### src/rtl/mdio_pkg.sv
package mdio_pkg;
  localparam int PRE_BITS = 32;
  localparam int ADDR_W   = 5;
  localparam int DATA_W   = 16;
  localparam int FRAME_W  = PRE_BITS + 2 + 2 + 2 * ADDR_W + 2 + DATA_W;
  localparam int IDX_W    = $clog2(FRAME_W);
  localparam int REL_IDX  = DATA_W + 2;  // bits below this index are released on a read

  localparam int CTL_START = 15;
  localparam int CTL_RD    = 10;

  typedef struct packed {
    logic              rd;
    logic [ADDR_W-1:0] phy;
    logic [ADDR_W-1:0] regad;
  } cmd_t;
endpackage

### src/rtl/mdio_clkgen.sv
module mdio_clkgen #(
  parameter int DIV = 60
) (
  input  logic clk,
  input  logic rst,
  output logic mdc,
  output logic rise_evt,
  output logic fall_evt
);
  localparam int HALF = DIV / 2;
  localparam int CW   = $clog2(DIV);

  logic [CW-1:0] cnt;

  assign rise_evt = (cnt == CW'(HALF - 1));
  assign fall_evt = (cnt == CW'(DIV - 1));

  always_ff @(posedge clk) begin
    if (rst) begin
      cnt <= '0;
      mdc <= 1'b0;
    end else begin
      cnt <= fall_evt ? '0 : cnt + CW'(1);
      if (rise_evt)      mdc <= 1'b1;
      else if (fall_evt) mdc <= 1'b0;
    end
  end

  a_r2_rise_sets_mdc: assert property (@(posedge clk) disable iff (rst)
    rise_evt |=> mdc);
  a_r2_fall_clears_mdc: assert property (@(posedge clk) disable iff (rst)
    fall_evt |=> !mdc);
  a_r2_strobes_apart: assert property (@(posedge clk) disable iff (rst)
    $onehot0({rise_evt, fall_evt}));
endmodule

### src/rtl/mdio_frame_seq.sv
module mdio_frame_seq
  import mdio_pkg::*;
(
  input  logic              clk,
  input  logic              rst,
  input  logic              rise_evt,
  input  logic              fall_evt,
  input  logic              launch,
  input  cmd_t              cmd,
  input  logic [DATA_W-1:0] wdata,
  input  logic              mdio_i,
  output logic              busy,
  output logic              done,
  output logic [DATA_W-1:0] rdata,
  output logic              mdio_o,
  output logic              mdio_oe
);
  logic               active;
  logic               rd_q;
  logic [IDX_W-1:0]   idx;
  logic [FRAME_W-1:0] frame;
  logic [IDX_W-1:0]   nxt_idx;
  logic               nxt_oe;

  always_comb begin
    nxt_idx = idx - IDX_W'(1);
    nxt_oe  = !rd_q || (nxt_idx >= IDX_W'(REL_IDX));
  end

  always_ff @(posedge clk) begin
    if (rst) begin
      busy    <= 1'b0;
      active  <= 1'b0;
      rd_q    <= 1'b0;
      idx     <= '0;
      frame   <= '0;
      rdata   <= '0;
      done    <= 1'b0;
      mdio_o  <= 1'b1;
      mdio_oe <= 1'b0;
    end else begin
      done <= 1'b0;
      if (launch && !busy) begin
        busy   <= 1'b1;
        active <= 1'b0;
        rd_q   <= cmd.rd;
        frame  <= {{PRE_BITS{1'b1}}, 2'b01, (cmd.rd ? 2'b10 : 2'b01),
                   cmd.phy, cmd.regad, 2'b10, wdata};
      end else if (busy && fall_evt) begin
        if (!active) begin
          active  <= 1'b1;
          idx     <= IDX_W'(FRAME_W - 1);
          mdio_o  <= frame[FRAME_W-1];
          mdio_oe <= 1'b1;
        end else if (idx == '0) begin
          busy    <= 1'b0;
          active  <= 1'b0;
          done    <= 1'b1;
          mdio_o  <= 1'b1;
          mdio_oe <= 1'b0;
        end else begin
          idx     <= nxt_idx;
          mdio_oe <= nxt_oe;
          mdio_o  <= nxt_oe ? frame[nxt_idx] : 1'b1;
        end
      end
      if (busy && active && rd_q && rise_evt && (idx < IDX_W'(DATA_W)))
        rdata <= {rdata[DATA_W-2:0], mdio_i};
    end
  end

  a_r3_launch_sets_busy: assert property (@(posedge clk) disable iff (rst)
    (launch && !busy) |=> busy);
  a_r8_idle_released: assert property (@(posedge clk) disable iff (rst)
    !busy |-> (!mdio_oe && mdio_o));
  a_r8_done_not_busy: assert property (@(posedge clk) disable iff (rst)
    done |-> !busy);
  a_r6_read_tail_released: assert property (@(posedge clk) disable iff (rst)
    (active && rd_q && (idx < IDX_W'(REL_IDX))) |-> !mdio_oe);
  a_r5_write_driven: assert property (@(posedge clk) disable iff (rst)
    (active && !rd_q) |-> mdio_oe);
  a_r7_change_on_fall: assert property (@(posedge clk) disable iff (rst)
    !$stable(mdio_o) |-> $past(fall_evt));
endmodule

### src/rtl/mdio_host_regs.sv
module mdio_host_regs
  import mdio_pkg::*;
(
  input  logic              clk,
  input  logic              rst,
  input  logic              reg_wr,
  input  logic              reg_sel,
  input  logic [DATA_W-1:0] reg_wdata,
  input  logic              seq_busy,
  input  logic              done,
  input  logic [DATA_W-1:0] rd_capture,
  output logic [DATA_W-1:0] reg_rdata,
  output logic              launch,
  output logic              host_busy,
  output cmd_t              cmd,
  output logic [DATA_W-1:0] wdata
);
  logic [CTL_START-1:0] ctl;

  assign host_busy = seq_busy || launch;
  assign cmd.rd    = ctl[CTL_RD];
  assign cmd.phy   = ctl[2*ADDR_W-1:ADDR_W];
  assign cmd.regad = ctl[ADDR_W-1:0];

  always_ff @(posedge clk) begin
    if (rst) begin
      ctl       <= '0;
      wdata     <= '0;
      launch    <= 1'b0;
      reg_rdata <= '0;
    end else begin
      launch <= 1'b0;
      if (reg_wr && !host_busy) begin
        if (!reg_sel) begin
          ctl    <= reg_wdata[CTL_START-1:0];
          launch <= reg_wdata[CTL_START];
        end else begin
          wdata  <= reg_wdata;
        end
      end
      if (done && cmd.rd) wdata <= rd_capture;
      reg_rdata <= reg_sel ? wdata : {host_busy, ctl};
    end
  end

  a_r9_ctl_held_busy: assert property (@(posedge clk) disable iff (rst)
    (reg_wr && host_busy) |=> $stable(ctl));
  a_r9_data_held_busy: assert property (@(posedge clk) disable iff (rst)
    (reg_wr && host_busy) |=> $stable(wdata));
endmodule

### src/rtl/mdio_master.sv
module mdio_master
  import mdio_pkg::*;
#(
  parameter int CLK_DIV = 60
) (
  input  logic        clk,
  input  logic        rst,
  input  logic        reg_wr,
  input  logic        reg_sel,
  input  logic [15:0] reg_wdata,
  output logic [15:0] reg_rdata,
  output logic        busy,
  output logic        mdc,
  output logic        mdio_o,
  output logic        mdio_oe,
  input  logic        mdio_i
);
  logic              rise_evt, fall_evt;
  logic              launch, seq_busy, done;
  cmd_t              cmd;
  logic [DATA_W-1:0] wdata, rd_capture;

  mdio_clkgen #(.DIV(CLK_DIV)) u_clkgen (
    .clk(clk), .rst(rst), .mdc(mdc), .rise_evt(rise_evt), .fall_evt(fall_evt)
  );

  mdio_host_regs u_regs (
    .clk(clk), .rst(rst), .reg_wr(reg_wr), .reg_sel(reg_sel),
    .reg_wdata(reg_wdata), .seq_busy(seq_busy), .done(done),
    .rd_capture(rd_capture), .reg_rdata(reg_rdata), .launch(launch),
    .host_busy(busy), .cmd(cmd), .wdata(wdata)
  );

  mdio_frame_seq u_seq (
    .clk(clk), .rst(rst), .rise_evt(rise_evt), .fall_evt(fall_evt),
    .launch(launch), .cmd(cmd), .wdata(wdata), .mdio_i(mdio_i),
    .busy(seq_busy), .done(done), .rdata(rd_capture),
    .mdio_o(mdio_o), .mdio_oe(mdio_oe)
  );

  a_r1_reset_idle: assert property (@(posedge clk)
    $past(rst) |-> (!busy && !mdio_oe && mdio_o && !mdc));
endmodule

### config.mk
export PLATFORM = sky130hd
export DESIGN_NAME = mdio_master
export DESIGN_NICKNAME = d
export VERILOG_FILES = /design/src/rtl/mdio_pkg.sv /design/src/rtl/mdio_clkgen.sv /design/src/rtl/mdio_frame_seq.sv /design/src/rtl/mdio_host_regs.sv /design/src/rtl/mdio_master.sv
export SDC_FILE = /design/constraint.sdc
export NUM_CORES = 1
export LEC_CHECK = 0
export ABC_CLOCK_PERIOD_IN_PS = 4350
export BUFFER_PORTS_ARGS = -buffer_cell sky130_fd_sc_hd__buf_2
export CAP_MARGIN = 15
export CELL_PAD_IN_SITES_DETAIL_PLACEMENT = 1
export CELL_PAD_IN_SITES_GLOBAL_PLACEMENT = 1
export CORE_ASPECT_RATIO = 0.8
export CORE_MARGIN = 3
export CORE_UTILIZATION = 48
export DETAILED_ROUTE_END_ITERATION = 8
export PLACE_DENSITY = 0.91
export SLEW_MARGIN = 20
export SYNTH_ARGS = -nofsm -noshare
export SYNTH_HDL_FRONTEND = slang
export SYNTH_SLANG_ARGS = --single-unit
### constraint.sdc
create_clock -name clk -period 4.35 [get_ports clk]
set_input_delay 0.435 -clock clk [delete_from_list [all_inputs] [get_ports clk]]
set_output_delay 0.435 -clock clk [all_outputs]
set_load 0.005 [all_outputs]
==> results of run 1 <==
==> per-layer routing <==
layer  part of all wire, %  vias to the layer above  wire length [um]
li1                      -                     1799                 -
met1                    44                     1823              5180
met2                    51                       73              6090
met3                   3.9                       12               463
met4                   1.2                        0               145
met5                     0                        -                 0
==> cells in the mapped netlist (all sizes together) <==
master	number	area (um2)
a211o	1	8.76
a211oi	1	7.51
a21bo	1	10.0
a21boi	1	11.3
a21o	2	15.0
a21oi	44	220
a311oi	20	175
a31o	2	17.5
a31oi	3	18.8
a41o	1	11.3
and2	1	6.26
and3	3	18.8
and4	1	8.76
buf	6	25.0
clkbuf	32	170
dfxtp	111	2220
ha	5	62.6
inv	7	26.3
mux2	2	22.5
mux2i	32	320
mux4	6	146
nand2	108	405
nand2b	2	12.5
nand3	22	110
nand4	3	18.8
nor2	72	270
nor2b	2	12.5
nor3	3	15.0
nor3b	5	42.5
nor4	1	6.26
o211ai	3	22.5
o21ai	2	10.0
o311ai	1	8.76
o32ai	1	8.76
or2	1	6.26
or3	1	6.26
xnor2	4	35.0
xor2	4	53.8
==> state kept, by name, summed over array words and instances (netlist names), 6 cells and up <==
signal            count
u_seq.rdata          16
u_clkgen.cnt          6
u_regs.wdata         16
u_seq.frame          29
u_regs.ctl           15
u_regs.reg_rdata     16
u_seq.idx             6
==> cell families (layout without fill, tap and decap cells) <==
logic type / count (synthesis) / after routing / share of synthesized area [%]
DFF: 111 / 111 / 48.6
adders and majority gates: 5 / 5 / 1.37
AOI/OAI and AO/OA: 83 / 83 / 11.9
xor gates and xnor gates: 8 / 8 / 1.94
muxes: 40 / 40 / 10.7
buffers and inverters: 45 / 62 / 4.85
and+or+nand+nor: 225 / 225 / 20.6
==> power by group <==
| group | leakage [nW] | internal (mW) | switching [mW] |
|---|---|---|---|
| sequential | 0.901 | 1.05 | 0.0228 |
| combinational | 0.991 | 0.0417 | 0.0742 |
| clock | 0.154 | 0.530 | 0.358 |
==> worst register-to-register path: stages (launching register included) <==
cell and delay, ps:
dfxtp_1 620, inv_1 170, ha_1 330, xor2_4 340
mux4_1 620, nand2_1 100, nand3_1 110, a21o_1 200
a211o_1 240
==> metrics by stage <==
| stage | power (mW) | util, % | worst slack (ps) |
|---|---|---|---|
| after CTS | 2.09 | 55.2 | 1460 |
| after global placement | 1.20 | 51.7 | 1710 |
| after floorplan | 1.16 | - | 2000 |
| after global routing | 2.14 | 55.3 | 1320 |
| final | 2.07 | 55.3 | 1500 |
| after detailed placement | 1.20 | 51.7 | 1480 |
==> placed cells by master, fill, tap and decap left out, types with 4 or more instances in the layout <==
master / n
nor3b_1: 4
a311oi_1: 20
inv_1: 7
nor2_1: 71
clkbuf_16: 9
nand2_1: 107
ha_1: 5
xnor2_1: 4
mux2i_1: 32
a21oi_1: 44
nand3_1: 22
buf_2: 39
dfxtp_1: 111
==> cell type report <==
type	count	share of cell area, %
Clock inverter	3	1.33
Tap cell	115	2.84
Sequential cell	111	43.9
Clock buffer	11	4.99
Timing Repair Buffer	41	4.15
Multi-Input combinational cell	361	42.2
Inverter	7	0.519
==> final timing paths <==
kind,end,startpoint,slack (ps),cells past startpoint
max,u_seq.mdio_o,u_seq.idx[0],1500,8
min,u_seq.rdata[0],mdio_i,320,3
max reg2reg,u_seq.mdio_o,u_seq.idx[0],1500,8
min reg2reg,u_seq.frame[10],u_seq.frame[10],460,2
==> flow_metrics.py, run 1 <==
metrics = {
    "critical_path": {
        "cp_num_buf_inv": 1,
        "crit_type": "reg -> reg",
        "end_kind": "register",
        "critical_path.cell_chain": "inv_1, ha_1, xor2_4, mux4_1, nand2_1, nand3_1, a21o_1, a211o_1",
        "cp_max_fo": 12,
        "slowest_stage": "dfxtp_1",
        "startpoint_type": "register",
        "slowest_delay_ps": 620,
        "worstPathRequired_ps": 4590,
        "crit_family": "flip-flops",
        "arrival_ps": 3090,
    },
    "placement": {
        "hpwl_mm": 7.87,
        "placed_cells": 635,
        "place_area_mm2": 0.00473,
        "gp_congestion": 0.804,
        "port_buffers": 40,
    },
    "timing": {
        "rsz0062_at_grt": "false",
        "slew_headroom_pct": 29.4,
        "min_period_over_period_pct": 65.5,
        "setup_viol": 0,
        "final.min_clock_period_ps": 2850,
        "skew_ps": 6.91,
        "final_hold_viol_count": 0,
        "clock.fmax_mhz": 351,
        "tns_ps": 0,
        "drv_slew": 0,
        "hold_ws_ps": 322,
        "worst_pin_slew_ps": 1060,
    },
    "clocking": {
        "root_buffer": "clkbuf_16",
        "cts_tree": "yes",
        "post_cts_resized": 0,
        "cts_buffer_depth": 2,
        "worstSkewPairLatency_ps": 350,
        "cts_hold_buf": 0,
        "cts.sinks": 111,
        "path_clk_slew_ps": 70,
        "cts_buffers": 9,
        "htree_levels": 3,
        "post_cts.repair.setup_buffers": 0,
    },
    "final_layout": {
        "syn2layout_area_growth_pct": 10.8,
        "area.sequential_mm2": 0.00222,
        "multi_input_comb_area_mm2": 0.00214,
        "fillers": 1047,
        "nets": 557,
        "diodes": 0,
        "final_cell_area_mm2": 0.00506,
        "drive_gt1_share_pct": 13.3,
        "final_cells": 649,
    },
    "run": {
        "drv_cap": 0,
    },
    "floorplan": {
        "num_rows": 31,
        "die_width_um": 115,
        "boundaryPins": 41,
        "coreArea_mm2": 0.00915,
        "die_area_mm2": 0.0107,
        "start_util_pct": 49.9,
        "die_h_um": 93.3,
    },
    "global_routing": {
        "met2_usage_pct": 40.8,
        "antenna_found_initial": 0,
        "grtUsageMet1_pct": 27.7,
        "grt_pass1_wl_mm": 19.3,
        "grt_pass1_vias": 3773,
        "grt_usage_pct": 22.9,
        "busiest_layer": "met2",
        "use_met3_pct": 4.66,
        "grt_max_degree": 107,
        "grt-ovfl-total": 0,
    },
    "synth": {
        "ys_ff_latch": 111,
        "synth_cells": 517,
        "syn_avg_cell_area_um2": 8.84,
        "ys_warn_count": 0,
        "syn_nets": 543,
        "synth.cell_area_mm2": 0.00457,
        "synth_cell_types": 43,
        "synth-seq-area-share_pct": 48.6,
    },
    "drt": {
        "final_antenna_net_count": 0,
        "viasPerCell": 5.71,
        "vias": 3707,
        "routedWlPerCell_um": 18.3,
        "firstDrtPassIters": 4,
        "routed_wl_mm": 11.9,
        "drc": 0,
        "drtIter0Drc": 220,
    },
    "power_and_ir_drop": {
        "pwr_density_cell_mw_per_mm2": 409,
        "vdd_ir_drop_max_uv": 294,
        "p_leak_nw": 2.05,
    },
    "run_status": {
        "outcome": "complete, no violations",
    },
    "worst_hold_path": {
        "holdCritPathClass": "in -> reg",
    },
}
Power figures use the tool's default switching activity.
==> inputs of run 2 (changes only) <==
ABC_CLOCK_PERIOD_IN_PS = 2530   (was 4350)
CORE_UTILIZATION = 40   (was 48)
PLACE_DENSITY = 0.82   (was 0.91)
clock period = 2.53 ns   (was 4.35 ns; I/O delays follow)
==> run 2 against run 1 <==
- worst setup slack got worse by 1400 ps
- worst hold slack lost 190 ps
- final cell count is 6.9% higher
- highest routed layer is now met5
- core utilization fell by 7.8 points
==> flow_metrics.py, run 2 (same netlist as run 1, synthesis figures left out) <==
metrics = {
    "timing": {
        "slew_headroom_pct": 33.6,
        "drv_slew": 0,
        "setup_viol": 0,
        "worst_pin_slew_ps": 996,
        "final.min_clock_period_ps": 2470,
        "hold_ws_ps": 132,
        "min_period_over_period_pct": 97.8,
        "final_hold_viol_count": 0,
        "rsz0062_at_grt": "false",
        "tns_ps": 0,
        "clock.fmax_mhz": 404,
        "layout_setup_ws_ps": 56.4,
        "skew_ps": 5.69,
    },
    "run_status": {
        "outcome": "complete, no violations",
    },
    "critical_path": {
        "endpoint": "u_seq.mdio_o",
        "end_kind": "register",
        "r2r_cells": 8,
        "r2r-start": "u_seq.idx[1]",
        "startpoint_type": "register",
        "cp_max_fo": 8,
        "regToRegSetupSlack_ps": 60,
        "reg2reg_to": "u_seq.mdio_o",
        "crit_type": "reg -> reg",
        "crit_path_start": "u_seq.idx[1]",
        "arrival_ps": 2710,
        "worstPathRequired_ps": 2770,
    },
    "placement": {
        "port_buffers": 40,
        "place_area_mm2": 0.00486,
        "pre_cts_slack_ps": 104,
        "hpwl_mm": 8.15,
        "gp_congestion": 0.838,
        "placed_cells": 676,
    },
    "floorplan": {
        "boundaryPins": 41,
        "num_rows": 34,
        "die_area_mm2": 0.0127,
        "die_h_um": 102,
        "start_util_pct": 41.5,
        "coreArea_mm2": 0.0110,
        "die_width_um": 125,
    },
    "run": {
        "drv_cap": 0,
    },
    "clocking": {
        "worstSkewPairLatency_ps": 350,
        "cts_hold_buf": 0,
        "cts_buffer_depth": 2,
        "cts_tree": "yes",
        "post_cts_resized": 0,
        "cts_buffers": 9,
        "root_buffer": "clkbuf_16",
        "cts.sinks": 111,
        "path_clk_slew_ps": 70,
        "htree_levels": 3,
    },
    "final_layout": {
        "syn2layout_area_growth_pct": 14.4,
        "nets": 571,
        "final_cells": 694,
        "largest_reg_flops": 29,
        "final_core_util_pct": 47.5,
        "regMostFlops": "u_seq.frame",
        "mostFrequentLayoutCell": "dfxtp_1",
        "final_cell_mix": "dfxtp_1, nand2_1, nor2_1",
        "diodes": 0,
        "drive_gt1_share_pct": 15.5,
        "final_cell_area_mm2": 0.00523,
    },
    "drt": {
        "routed_wl_mm": 12.2,
        "viasPerCell": 5.50,
        "drtIter0Drc": 167,
        "drc": 0,
        "final_antenna_net_count": 0,
        "routedWlPerCell_um": 17.6,
        "firstDrtPassIters": 4,
        "vias": 3820,
    },
    "worst_hold_path": {
        "hp-start": "mdio_i",
        "holdCritPathClass": "in -> reg",
    },
    "global_routing": {
        "grt_max_degree": 73,
        "grt_pass1_vias": 3948,
        "grt-ovfl-total": 0,
        "antenna_found_initial": 1,
        "grt_usage_pct": 19.6,
        "grt_pass1_wl_mm": 20.0,
    },
    "power_and_ir_drop": {
        "total_power_mw": 3.70,
        "pwr_density_cell_mw_per_mm2": 708,
        "vdd_ir_drop_max_uv": 366,
        "p_leak_nw": 2.13,
    },
}
## run 2: cell types whose count changed in the layout (fill, tap and decap cells not counted), sizes merged
cell,previous run,this run
clkinvlp,1,0
buf,41,55
clkinv,0,2
bufinv,2,3
## run 2: timing repair
action	CTS	global route
hold endpoints to repair	0	0
setup buffers	0	2
endpoints found under the setup margin	0	1
## run 2: layout make-up
cell class                      instances  area (um2)
Timing Repair Buffer                   55         315
Fill cell                            1306        5790
Inverter                                7        26.3
Clock inverter                          5         104
Multi-Input combinational cell        361        2130
Sequential cell                       111        2220
Tap cell                              144         180
Clock buffer                           11         253
## run 2: worst max-delay path, cell delays in order (launching register included)
cell	delay, ps
dfxtp_1	400
inv_1	90
ha_1	280
xor2_4	320
mux4_1	630
nand2_1	110
nand3_1	90
a21o_1	180
a211o_1	250
## run 2: worst min-delay path by stage
stage                                end  slack (ps)  cells past startpoint
final                     u_seq.rdata[0]         130                      3
after global routing      u_regs.ctl[11]         150                      3
after CTS                 u_seq.rdata[0]         130                      3
after detailed placement  u_seq.frame[9]         450                      2
after global placement    u_regs.ctl[13]         440                      2
after floorplan           u_regs.ctl[11]         390                      2
## run 2: routing by layer
metal  GRT usage [%]  vias up  part of all wire [%]
met5               0        -                  0.11
met2            34.4       67                    50
li1                -     1821                     -
met4            6.67        2                   1.9
met1            23.8     1905                    45
met3            4.96       25                   3.5
## run 2: power breakdown
group | internal (mW) | switching (mW) | total (mW) | leakage (nW)
Sequential | 1.80 | 0.0365 | 1.83 | 0.901
Combinational | 0.0792 | 0.131 | 0.210 | 1.06
Clock | 1.02 | 0.639 | 1.66 | 0.176
Total | 2.90 | 0.806 | 3.70 | 2.13
